<file path="src/rtl/buf_port_pkg.sv">
// Shared definitions for the host data port.
// Assumes: a single DMA direction is active at a time.
package buf_port_pkg;
    typedef enum logic {
        DIR_TX = 1'b0,
        DIR_RX = 1'b1
    } dma_dir_e;
endpackage

</file>
<file path="src/rtl/bp_fifo.sv">
// Synchronous FIFO with a head view (first-word fall-through).
// A push while full and a pop while empty are ignored internally.
// Assumes DEPTH >= 2.
module bp_fifo #(
    parameter int WIDTH = 16,
    parameter int DEPTH = 8
) (
    input  logic             clk,
    input  logic             rst_n,
    input  logic             push,
    input  logic [WIDTH-1:0] wdata,
    input  logic             pop,
    output logic [WIDTH-1:0] head,
    output logic             empty,
    output logic             full
);
    localparam int PTR_W = $clog2(DEPTH);
    localparam int CNT_W = $clog2(DEPTH + 1);
    localparam logic [PTR_W-1:0] LAST = PTR_W'(DEPTH - 1);

    logic [WIDTH-1:0] mem [DEPTH];
    logic [PTR_W-1:0] wp, rp;
    logic [CNT_W-1:0] cnt;
    logic             do_push, do_pop;

    assign do_push = push & ~full;
    assign do_pop  = pop & ~empty;
    assign empty   = (cnt == '0);
    assign full    = (cnt == CNT_W'(DEPTH));
    assign head    = mem[rp];

    // Storage write, no reset needed
    always_ff @(posedge clk) begin
        if (do_push) mem[wp] <= wdata;
    end

    // Pointer and occupancy tracking
    always_ff @(posedge clk) begin
        if (!rst_n) begin
            wp  <= '0;
            rp  <= '0;
            cnt <= '0;
        end else begin
            if (do_push) wp <= (wp == LAST) ? '0 : wp + 1'b1;
            if (do_pop)  rp <= (rp == LAST) ? '0 : rp + 1'b1;
            case ({do_push, do_pop})
                2'b10:   cnt <= cnt + 1'b1;
                2'b01:   cnt <= cnt - 1'b1;
                default: cnt <= cnt;
            endcase
        end
    end
endmodule

</file>
<file path="src/rtl/bp_dreq_ctrl.sv">
// DMA request pacing and terminate tracking.
// Single mode leaves one idle cycle after every acknowledged transfer;
// burst mode requests as long as the selected FIFO can serve.
// Assumes xfer is high only in cycles with dack and a strobe.
module bp_dreq_ctrl
    import buf_port_pkg::*;
(
    input  logic clk,
    input  logic rst_n,
    input  logic dma_en,
    input  logic dma_burst,
    input  logic dma_dir,
    input  logic dma_irq_en,
    input  logic xfer,
    input  logic eop,
    input  logic tx_full,
    input  logic rx_empty,
    output logic dreq,
    output logic irq
);
    logic gap;
    logic done;
    logic avail;

    // Selected FIFO can serve one more DMA cycle
    assign avail = (dma_dir == DIR_RX) ? ~rx_empty : ~tx_full;

    // Single-mode gap after an acknowledged cycle
    always_ff @(posedge clk) begin
        if (!rst_n) gap <= 1'b0;
        else        gap <= xfer & ~dma_burst;
    end

    // Terminate latch, released by disabling DMA
    always_ff @(posedge clk) begin
        if (!rst_n)          done <= 1'b0;
        else if (!dma_en)    done <= 1'b0;
        else if (xfer & eop) done <= 1'b1;
    end

    assign dreq = dma_en & ~done & avail & ~gap;
    assign irq  = done & dma_irq_en;
endmodule

</file>
<file path="src/rtl/buf_data_port.sv">
// Host data port: one offset, a transmit FIFO for writes and a receive
// FIFO for reads, with DMA request/acknowledge pacing.
// Assumes one-cycle host strobes and DATA_W >= 16.
module buf_data_port #(
    parameter int DATA_W   = 16,
    parameter int ADDR_W   = 4,
    parameter int PORT_OFS = 8,
    parameter int TX_DEPTH = 8,
    parameter int RX_DEPTH = 8
) (
    input  logic              clk,
    input  logic              rst_n,
    input  logic              host_cs,
    input  logic [ADDR_W-1:0] host_addr,
    input  logic              host_wr,
    input  logic              host_rd,
    input  logic [DATA_W-1:0] host_wdata,
    output logic [DATA_W-1:0] host_rdata,
    input  logic              byte_mode,
    input  logic              dack,
    input  logic              eop,
    input  logic              dma_en,
    input  logic              dma_burst,
    input  logic              dma_dir,
    input  logic              dma_irq_en,
    output logic              dreq,
    output logic              irq,
    output logic              tx_ovf,
    output logic              rx_unf,
    input  logic              tx_pop,
    output logic [DATA_W-1:0] tx_data,
    output logic              tx_valid,
    input  logic              rx_push,
    input  logic [DATA_W-1:0] rx_data,
    output logic              rx_ready
);
    localparam logic [ADDR_W-1:0] OFS       = ADDR_W'(PORT_OFS);
    localparam logic [DATA_W-1:0] BYTE_MASK = DATA_W'(8'hFF);

    logic              sel, wr_acc, rd_acc, xfer;
    logic              tx_full, tx_empty, rx_full, rx_empty;
    logic [DATA_W-1:0] rx_head, wr_lane, rd_lane;

    assign sel    = dack | (host_cs & (host_addr == OFS));
    assign wr_acc = sel & host_wr;
    assign rd_acc = sel & host_rd;
    assign xfer   = dack & (host_wr | host_rd);

    assign wr_lane = byte_mode ? (host_wdata & BYTE_MASK) : host_wdata;
    assign rd_lane = byte_mode ? (rx_head & BYTE_MASK) : rx_head;

    assign tx_valid = ~tx_empty;
    assign rx_ready = ~rx_full;

    bp_fifo #(.WIDTH(DATA_W), .DEPTH(TX_DEPTH)) i_tx_fifo (
        .clk(clk), .rst_n(rst_n),
        .push(wr_acc), .wdata(wr_lane),
        .pop(tx_pop), .head(tx_data),
        .empty(tx_empty), .full(tx_full)
    );

    bp_fifo #(.WIDTH(DATA_W), .DEPTH(RX_DEPTH)) i_rx_fifo (
        .clk(clk), .rst_n(rst_n),
        .push(rx_push), .wdata(rx_data),
        .pop(rd_acc), .head(rx_head),
        .empty(rx_empty), .full(rx_full)
    );

    bp_dreq_ctrl i_dreq (
        .clk(clk), .rst_n(rst_n),
        .dma_en(dma_en), .dma_burst(dma_burst), .dma_dir(dma_dir),
        .dma_irq_en(dma_irq_en), .xfer(xfer), .eop(eop),
        .tx_full(tx_full), .rx_empty(rx_empty),
        .dreq(dreq), .irq(irq)
    );

    // Registered read data, zero on underflow, held when idle
    always_ff @(posedge clk) begin
        if (!rst_n)      host_rdata <= '0;
        else if (rd_acc) host_rdata <= rx_empty ? '0 : rd_lane;
    end

    // Sticky error flags
    always_ff @(posedge clk) begin
        if (!rst_n) begin
            tx_ovf <= 1'b0;
            rx_unf <= 1'b0;
        end else begin
            if (wr_acc & tx_full)  tx_ovf <= 1'b1;
            if (rd_acc & rx_empty) rx_unf <= 1'b1;
        end
    end
endmodule

</file>
<file path="config.mk">
export PLATFORM = sky130hd
export DESIGN_NAME = buf_data_port
export DESIGN_NICKNAME = d
export VERILOG_FILES = /design/src/rtl/buf_port_pkg.sv /design/src/rtl/bp_fifo.sv /design/src/rtl/bp_dreq_ctrl.sv /design/src/rtl/buf_data_port.sv
export SDC_FILE = /design/constraint.sdc
export NUM_CORES = 1
export LEC_CHECK = 0
export ABC_AREA = 1
export ABC_CLOCK_PERIOD_IN_PS = 2400
export BUFFER_PORTS_ARGS = -buffer_cell sky130_fd_sc_hd__buf_4
export CAP_MARGIN = 10
export CORE_ASPECT_RATIO = 0.5
export CORE_MARGIN = 2
export CORE_UTILIZATION = 54
export DETAILED_ROUTE_END_ITERATION = 10
export PLACE_DENSITY_LB_ADDON = 0.08
export SYNTH_ARGS = -nofsm -noshare
export SYNTH_HDL_FRONTEND = slang
export SYNTH_SLANG_ARGS = --single-unit
</file>
<file path="constraint.sdc">
create_clock -name clk -period 2.4 [get_ports clk]
set_clock_uncertainty 0.15 [all_clocks]
set_input_delay 0.24 -clock clk [delete_from_list [all_inputs] [get_ports clk]]
set_output_delay 0.24 -clock clk [all_outputs]
set_load 0.1 [all_outputs]
</file>
# Word level (Yosys, flattened, before mapping)
# Memories as Yosys holds them, arrays and structs flattened. A register that Yosys moved wholly into a read port is not among the register bits.
# Cells that the tools add are included.
[totals] ff_bits=40 latchBits=0 ramBits=256 mem_bits_ro=0 memories=2
[op_classes] addsub=8 multipliers=0 div=0 n_lt_le_gt_ge=0 eq_ne=11 shifts=0 n_mux=18 bitwise_logic=25 n_reduce_logical=5
[memory_table] name="i_rx_fifo.mem" words=8 word_bits=16 rd=1 rd_clocked_by_memory_dff=1 wr=1 line="bp_fifo.sv:21" rtl="logic [WIDTH-1:0] mem [DEPTH];"
[memory_table] name="i_tx_fifo.mem" words=8 word_bits=16 rd=1 rd_clocked_by_memory_dff=1 wr=1 line="bp_fifo.sv:21"
[op_table] operator="$mux W16" n=3
[op_table] operator="$mux W3" n=8
[op_table] operator="$and A1 B1 Y1" n=16
[op_table] operator="$pmux W4 S2" n=2
[op_table] operator="$add A3 B1 Y3 const B" n=4
[op_table] operator="$eq A3 B3 Y1 const B" n=4
[op_table] operator="$eq A4 B4 Y1 const B" n=3
[op_table] operator="$add A4 B1 Y4 const B" n=2
[op_table] operator="$logic_not A4 Y1" n=2
[op_table] operator="$sub A4 B1 Y4 const B" n=2
[op_table] operator="$not A1 Y1" n=7
[op_table] operator="$mux W1" n=5
[op_table] operator="$eq A2 B1 Y1 const B" n=2
[op_table] operator="$eq A2 B2 Y1 const B" n=2
[op_table] operator="$reduce_bool A2 Y1" n=2
[op_table] operator="$or A1 B1 Y1" n=2
[op_table] operator="$reduce_and A2 Y1" n=1

# Logic depth before layout (Yosys ltp)
# Gate-level depths: netlist of run 1.
[depth] ltp_word=7 mapped_depth=17 mapped_depth_nobuf=16

# Hierarchy
# From an unflattened synthesis of run 1, not the netlist that was laid out.
[unflattened] hier_cells=1082 area_unflattened_um2=12483.2
[modules_own_cells] module="bp_fifo" n_inst=2 cells_each=454 area_each_um2=5706.7
[modules_own_cells] module="buf_data_port" n_inst=1 cells_each=157 area_each_um2=972.2
[modules_own_cells] module="bp_dreq_ctrl" n_inst=1 cells_each=17 area_each_um2=97.6

# Worst setup path after synthesis of run 1
# No wires, ideal clock.
[synth_path] path_type="register to output" from="register i_tx_fifo.cnt[1]" to="output dreq" arrival_ps=3495 setup_slack_ps=-1485 path_stages_with_launch=7 path_cell_list="dfxtp_1 -> inv_2 -> nand2_1 -> nor2_1 -> nand2_1 -> mux2i_1 -> nor4_1"
[synth_via] elab_chain_cells=5
[synth_rtl] element="from (decl)" line="bp_fifo.sv:23" rtl="logic [CNT_W-1:0] cnt;"
[synth_rtl] element="from (signal assigned)" line="bp_fifo.sv:47" rtl="2'b10: cnt <= cnt + 1'b1;"
[synth_rtl] element="from (signal assigned)" line="bp_fifo.sv:48" rtl="2'b01: cnt <= cnt - 1'b1;"
[synth_rtl] element="from (signal assigned)" line="bp_fifo.sv:49" rtl="default: cnt <= cnt;"
[synth_rtl] element="$eq A4 B4 Y1" line="bp_fifo.sv:29" rtl="assign full = (cnt == CNT_W'(DEPTH));"
[synth_rtl] element="$not A1 Y1" line="bp_dreq_ctrl.sv:26" rtl="assign avail = (dma_dir == DIR_RX) ? ~rx_empty : ~tx_full;"
[synth_rtl] element="$mux W1" line="bp_dreq_ctrl.sv:26"
[synth_rtl] element="$and A1 B1 Y1 (2 in a row)" line="bp_dreq_ctrl.sv:41" rtl="assign dreq = dma_en & ~done & avail & ~gap;"
[synth_rtl] element="to (decl)" line="buf_data_port.sv:26" rtl="output logic dreq,"
# Every way passes these cells.

==> results of run 1 <==
-- sequential cells by signal, indices dropped and copies added, names as in the netlist, 3 cells and up, named ones only --
register	flops
i_rx_fifo.wp	3
host_rdata	16
i_rx_fifo.rp	3
i_rx_fifo.mem	128
i_tx_fifo.mem	128
i_tx_fifo.cnt	4
i_tx_fifo.rp	3
i_tx_fifo.wp	3
i_rx_fifo.cnt	4
-- timing repair --
action | 4_1_cts | 5_1_grt
hold buffers | 37 | 0
gates cloned | 0 | 3
pin swaps | 0 | 19
endpoints found under the setup margin | 16 | 23
resized for setup | 25 | 40
setup buffers | 1 | 2
endpoints found under the hold margin | 244 | 0
-- path summary, 6_finish.rpt --
path | startpoint | endpoint | slack [ns] | depth (start not counted)
max | flip-flop | tx_data[14] | -0.0009 | 7
min | host_wdata[9] | i_tx_fifo.mem[3][9]$_DFFE_PP_ | 0.01 | 3
max reg2reg | i_tx_fifo.cnt[1]$_SDFFE_PN0P_ | i_tx_fifo.cnt[2]$_SDFFE_PN0P_ | 0.19 | 11
min reg2reg | tx_ovf$_SDFFE_PN0P_ | tx_ovf$_SDFFE_PN0P_ | 0.31 | 2
-- worst min-delay path, cell delays in order --
cell	delay (ns)
buf_4	0.11
inv_1	0.04
nor2_1	0.11
-- logic make-up (layout without fill, tap and decap cells) --
family / after synthesis / count (layout) / share of synthesized area [%]
AOI/OAI and AO/OA: 196 / 196 / 8.693
xor gates and xnor gates: 4 / 4 / 0.2857
adders and majority gates: 14 / 14 / 1.428
buffers and inverters: 102 / 269 / 3.959
DFF: 302 / 302 / 70.20
muxes: 1 / 1 / 0.08163
and+or+nand+nor: 482 / 482 / 15.36
-- where the power goes --
part	switching, mW	internal (mW)
registers	0.146	5.94
clock network	1.82	2.27
logic	3.83	1.67
total	5.79	9.88
-- final cells by class --
type                            count  area, um^2  share of cell area, %
Clock buffer                       32       694.4                  4.622
Clock inverter                     15       127.6                 0.8495
Inverter                           51       210.2                  1.399
Multi-Input combinational cell    697        3341                  22.24
Sequential cell                   302        8617                  57.36
Tap cell                          300       375.4                  2.499
Timing Repair Buffer              171        1658                  11.04
-- layer usage --
layer | vias up | share of wire, %
li1 | 4057 | -
met1 | 3884 | 45
met2 | 139 | 49
met3 | 40 | 4.0
met4 | 0 | 1.5
met5 | - | 0
-- layout by cell type, fill, tap and decap left out, drive strengths merged --
cell type,netlist,layout
inv,50,48
bufinv,0,2
a31oi,16,16
clkbuf,24,34
clkinvlp,0,2
nor4,1,1
clkinv,1,14
o22ai,16,16
dfxtp,46,46
mux2i,1,1
o21ai,125,125
nand4,3,3
a211oi,2,2
xnor2,1,1
o21a,1,1
a21oi,34,34
ha,14,14
nor3,2,2
xor2,3,3
or2,1,1
dlygate4sd3,0,37
o211a,1,1
buf,27,132
nand2,268,268
a22oi,1,1
nand3,11,11
edfxtp,256,256
nor2,196,196
-- per-stage QoR --
stage | cells | worst slack (ns)
after floorplan | 1101 | -0.3142
after detailed placement | 1478 | 0.1321
after CTS | 1563 | -0.02209
final | 1568 | -0.0009042
after global placement | 1478 | 0.2497
after global routing | 1568 | -0.05046
==> qor.yml, run 1 <==
via_count: 8120
min_period_over_period_pct: 100.0
grt_pass1_vias: 7964
syn_nets: 1165
grt_antenna_before_repair: 0
endpoint_kind: "output port"
cts-buffers-inserted: 26
yosysSeqAreaShare_pct: 70.20
synth_cells: 1101
syn2layout_area_growth_pct: 22.51
grt_max_degree: 73
synthArstFlopShare_pct: 0
drc_errors: 0
cts.sinks: 302
max-clock-path-buffers: 3
total_power_mw: 15.68
diodes: 0
setup_ws_ns: -0.0009042
synth.distinct_cells: 37
crit_fanout: 9
viasPerCell: 5.179
p_leak_nw: 5.705
grt_usage_pct: 21.82
synth_top_area_cell: "edfxtp_1"
start_kind: "flip-flop"
die_y_um: 110.6
syn_avg_cell_area_um2: 11.14
die_w_um: 217.1
irDropWorstVdd_uv: 834.4
drt-initial-drc-count: 650
grtUsageMet3_pct: 3.636
synth_flop_cell: "edfxtp_1"
slew_headroom_pct: 62.32
status: "finished, violations left"
violations: "negative setup slack"
portBuffers: 87
slowest_delay_ns: 0.44
yosysMostFrequentCell: "nand2_1"
gp_congestion: 0.8153
slew_viol_final: 0
design_area_um2: 15020
final-hold-violation-count: 0
grt_pass1_wl_um: 41340
synth_edf_count: 256
synth-seq-cells: 302
worst-setup-path-type: "reg -> out"
hpwl_um: 15190
setup_tns_ns: -0.0009042
dpl-instance-area_um2: 13550
required_ns: 2.01
rsz0062_at_grt: "true"
clk_pin_slew_worst_paths_ns: 0.07
cp_top_family: "buffers and inverters"
nFillCells: 1616
path_buf_inv: 3
use_met2_pct: 36.78
h-tree-depth: 1
synth_area_leaders: "edfxtp_1 63%, nand2_1 7.9%, dfxtp_1 7.5%"
synth_top_area_share_pct: 62.69
cp.arrival_ns: 2.01
synth_area_um2: 12260
power.density_nw_per_um2: 1044
drt-total-wl_um: 26130
ioPinCount: 88
setup_viol: 1
tightestPinTransition_ns: 0.5617
ys.warnings.count: 0
grt-ovfl-total: 0
netlist_top_cells_count: "257 x nand2_1, 256 x edfxtp_1, 195 x nor2_1"
nets: 1313
dr.pass1.iters: 5
cts_tree: "done"
drv_cap: 0
cts-root-buf: "clkbuf_16"
start_util_pct: 55.83
die_area_um2: 24000
clock_latency_ns: 0.53
utilization_pct: 68.39
grtUsageMet1_pct: 29.88
whs_ns: 0.01260
busiest_layer: "met2"
fmax_mhz: 416.5
min_path_type: "in -> reg"
antenna_left: 0
drive_gt1_share_pct: 18.77
wl_per_cell_um: 16.66
crit_chain: "buf_12 > clkbuf_16 > nor2_2 > o22ai_1 > nor2_1 > a31oi_2 > buf_6"
cp_slowest_cell: "dfxtp_4"
rows: 38
fin_crit_ns: 2.401
coreArea_um2: 21970
Note: power is estimated with default switching activity, not from simulation.
==> inputs of run 2 (changes only) <==
--- a/config.mk
+++ b/config.mk
@@ -10,5 +10,5 @@
 export BUFFER_PORTS_ARGS = -buffer_cell sky130_fd_sc_hd__buf_4
 export CAP_MARGIN = 10
-export CORE_ASPECT_RATIO = 0.5
+export CORE_ASPECT_RATIO = 0.9
 export CORE_MARGIN = 2
 export CORE_UTILIZATION = 54
==> constraint.sdc (replaced) <==
create_clock -name clk -period 2.4 [get_ports clk]
set_clock_uncertainty 0.15 [all_clocks]
set_input_delay 0.12 -clock clk [delete_from_list [all_inputs] [get_ports clk]]
set_output_delay 0.12 -clock clk [all_outputs]
set_load 0.1 [all_outputs]
==> run 2 against run 1 <==
Net effect:
- the flow now finishes without violations
- first-iteration DRC count shrank 13%
- design area decreased by 0.31%
- utilization down 1.5 points
- sequential share of layout area rose by 0.15 points
- clock-buffer cell count up 10
- critical path depth fell by 1
- hold slack improved by 0.026 ns
- clock power is 5.9% higher
- die area fell by 0.30%
- sequential power barely moved
- power fell by 0.51%
- cell count up 0.38%
- critical endpoint is now tx_data[2]
- largest power group unchanged
==> qor.yml, run 2 (synthesis results as in run 1) <==
status: "complete, no violations"
drv_cap: 0  # unchanged
layoutNonFillerInstCount: 1574  # +0.38%
grtUsageMet3_pct: 3.275  # -0.36 points
slew_viol_final: 0  # unchanged
gp_congestion: 0.7759  # -4.8%
nFillCells: 1702  # +5.3%
hpwl_um: 14980  # -1.4%
antenna_left: 0  # unchanged
r2r_cells: 7  # -4
min_period_over_period_pct: 96.39  # -3.6 points
grt-ovfl-total: 0  # unchanged
post_cts_buffers: 0  # -1
irDropWorstVdd_uv: 956.5  # +15%
die_w_um: 162.8  # -25%
cts.sinks: 302  # unchanged
fin_crit_ns: 2.313  # -0.08745 ns
fmax_mhz: 432.3  # +3.8%
die_y_um: 147.0  # +33%
cp.arrival_ns: 2.04  # +0.03 ns
viasPerCell: 5.267  # +1.7%
use_met2_pct: 35.51  # -1.3 points
start_util_pct: 54.79  # -1.0 points
crit_chain: "buf_12 > o21ai_0 > o22ai_1 > nor2_1 > a31oi_2 > buf_6"
busiest_layer: "met2"
r2r-end: "tx_ovf$_SDFFE_PN0P_"
path_buf_inv: 2  # -1
clock_latency_ns: 0.54  # about the same
setup_tns_ns: 0  # +0.0009042 ns
r2r_start: "i_tx_fifo.cnt[0]$_SDFFE_PN0P_"
nets: 1318  # +0.38%
multi_input_area_um2: 3323  # -0.52%
die_area_um2: 23930  # -0.30%
cp_top_family: "compound AO/OA/AOI/OAI gates"
syn2layout_area_growth_pct: 22.13
rsz0062_at_grt: "true"
clk_pin_slew_worst_paths_ns: 0.06  # about the same
cts-root-buf: "clkbuf_16"
coreArea_um2: 22380  # +1.9%
tightestPinTransition_ns: 0.7566  # +0.1949 ns
grt_max_degree: 49  # -33%
final_cell_mix: "256 x nand2_1, 256 x edfxtp_1, 185 x nor2_1"
ioPinCount: 88  # unchanged
worstHoldEndpoint: "i_tx_fifo.wp[1]$_SDFFE_PN0P_"
drc_errors: 0  # unchanged
hold_depth: 5  # +2
grt_pass1_wl_um: 41830  # +1.2%
cts_tree: "done"
rows: 52  # +37%
ff_latch_area_um2: 8613  # about the same
wl_per_cell_um: 16.62  # -0.27%
hp-start: "dack"
regToRegSetupSlack_ns: 0.17  # -0.02 ns
dp_cells: 1472  # -0.41%
worst-setup-path-type: "reg -> out"
slowest_delay_ns: 0.43  # about the same
drt-total-wl_um: 26150  # +0.11%
start_kind: "flip-flop"
setup_viol: 0  # -1
drt-initial-drc-count: 568  # -13%
utilization_pct: 66.92  # -1.5 points
grt_antenna_before_repair: 0  # unchanged
dr.pass1.iters: 5  # unchanged
p_leak_nw: 5.704  # about the same
grt_pass1_vias: 8161  # +2.5%
diodes: 0  # unchanged
crit_fanout: 24  # +15
slew_headroom_pct: 49.50  # -13 points
min_path_type: "in -> reg"
cp_slowest_cell: "dfxtp_4"
portBuffers: 87  # unchanged
grtUsageMet1_pct: 32.56  # +2.7 points
required_ns: 2.13  # +0.12 ns
cts-buffers-inserted: 30  # +15%
grt_usage_pct: 22.29  # +0.47 points
max-clock-path-buffers: 3  # unchanged
h-tree-depth: 1  # unchanged
endpoint_kind: "output port"
power.density_nw_per_um2: 1041  # -0.20%
reg.largest.list: "i_rx_fifo.mem x128, i_tx_fifo.mem x128, host_rdata x16"
final-hold-violation-count: 0  # unchanged
via_count: 8291  # +2.1%
drive_gt1_share_pct: 18.01  # -0.76 points
-- run 2: cell types whose count changed in the layout (fill, tap and decap cells not counted), moves of 3 or more --
cell and delta:
o21ai_0 +19, o21ai_1 -19, buf_12 -9, dlygate4sd3_1 +9
buf_4 +4, clkbuf_8 +4, clkbuf_16 +3, nor2_1 +3
nor2_2 -3
-- run 2: final cells by class --
| type | instances | area share, % |
|---|---|---|
| clock buffers | 42 | 5.723 |
| clock inverters | 13 | 0.4010 |
| inverters | 51 | 1.370 |
| multi-input cells | 697 | 22.19 |
| flip-flops and latches | 302 | 57.51 |
| well taps | 297 | 2.481 |
| repair buffers | 172 | 10.33 |
-- run 2: repair_timing --
| action | CTS | global route |
|---|---|---|
| hold buffers | 46 | 0 |
| resized for setup | 6 | 22 |
| hold endpoints to repair | 293 | 0 |
| endpoints found under the setup margin | 15 | 20 |
| gates cloned | 0 | 1 |
-- run 2: worst max-delay path by stage --
stage	start	endpoint	slack, ns	cells after the start
final	flip-flop	tx_data[2]	0.09	6
after global routing	flip-flop	tx_data[5]	-0.04	7
after CTS	flip-flop	tx_data[0]	0.007	7
after detailed placement	i_rx_fifo.cnt[0]$_SDFFE_PN0P_	i_rx_fifo.cnt[2]$_SDFFE_PN0P_	0.18	13
after global placement	i_rx_fifo.cnt[0]$_SDFFE_PN0P_	i_rx_fifo.cnt[2]$_SDFFE_PN0P_	0.24	13
after floorplan	i_tx_fifo.cnt[1]$_SDFFE_PN0P_	dreq	-0.19	6
-- run 2: power by group --
part	internal, mW	switching (mW)
combinational	1.46	3.74
clock	2.47	1.86
sequential	5.93	0.135
total	9.87	5.73
-- run 2: metrics by stage --
step                setup WS, ns  power [mW]  cell area, um^2  hold slack, ns
finish                   0.08654       15.60            14980         0.03812
global route            -0.03992       16.27            14980         0.07093
CTS                     0.006985       15.45            14880         0.02565
detailed placement        0.1769       11.05            13480          0.1367
global placement          0.2399       11.00            13480          0.1361
floorplan                -0.1942       9.928            12400         0.04679
-- run 2: layer usage --
| layer | share of wire [%] | vias up |
|---|---|---|
| met3 | 5.3 | 37 |
| met5 | 0 | - |
| li1 | - | 4086 |
| met1 | 47 | 3951 |
| met4 | 1.7 | 0 |
| met2 | 46 | 217 |
-- run 2: worst register-to-register path: cells and delay by family (launching register included) --
kind | cells | cell delay, ns
simple gates | 3 | 0.34
flops | 1 | 0.31
buf+inv | 3 | 1.25
compound gates | 1 | 0.13
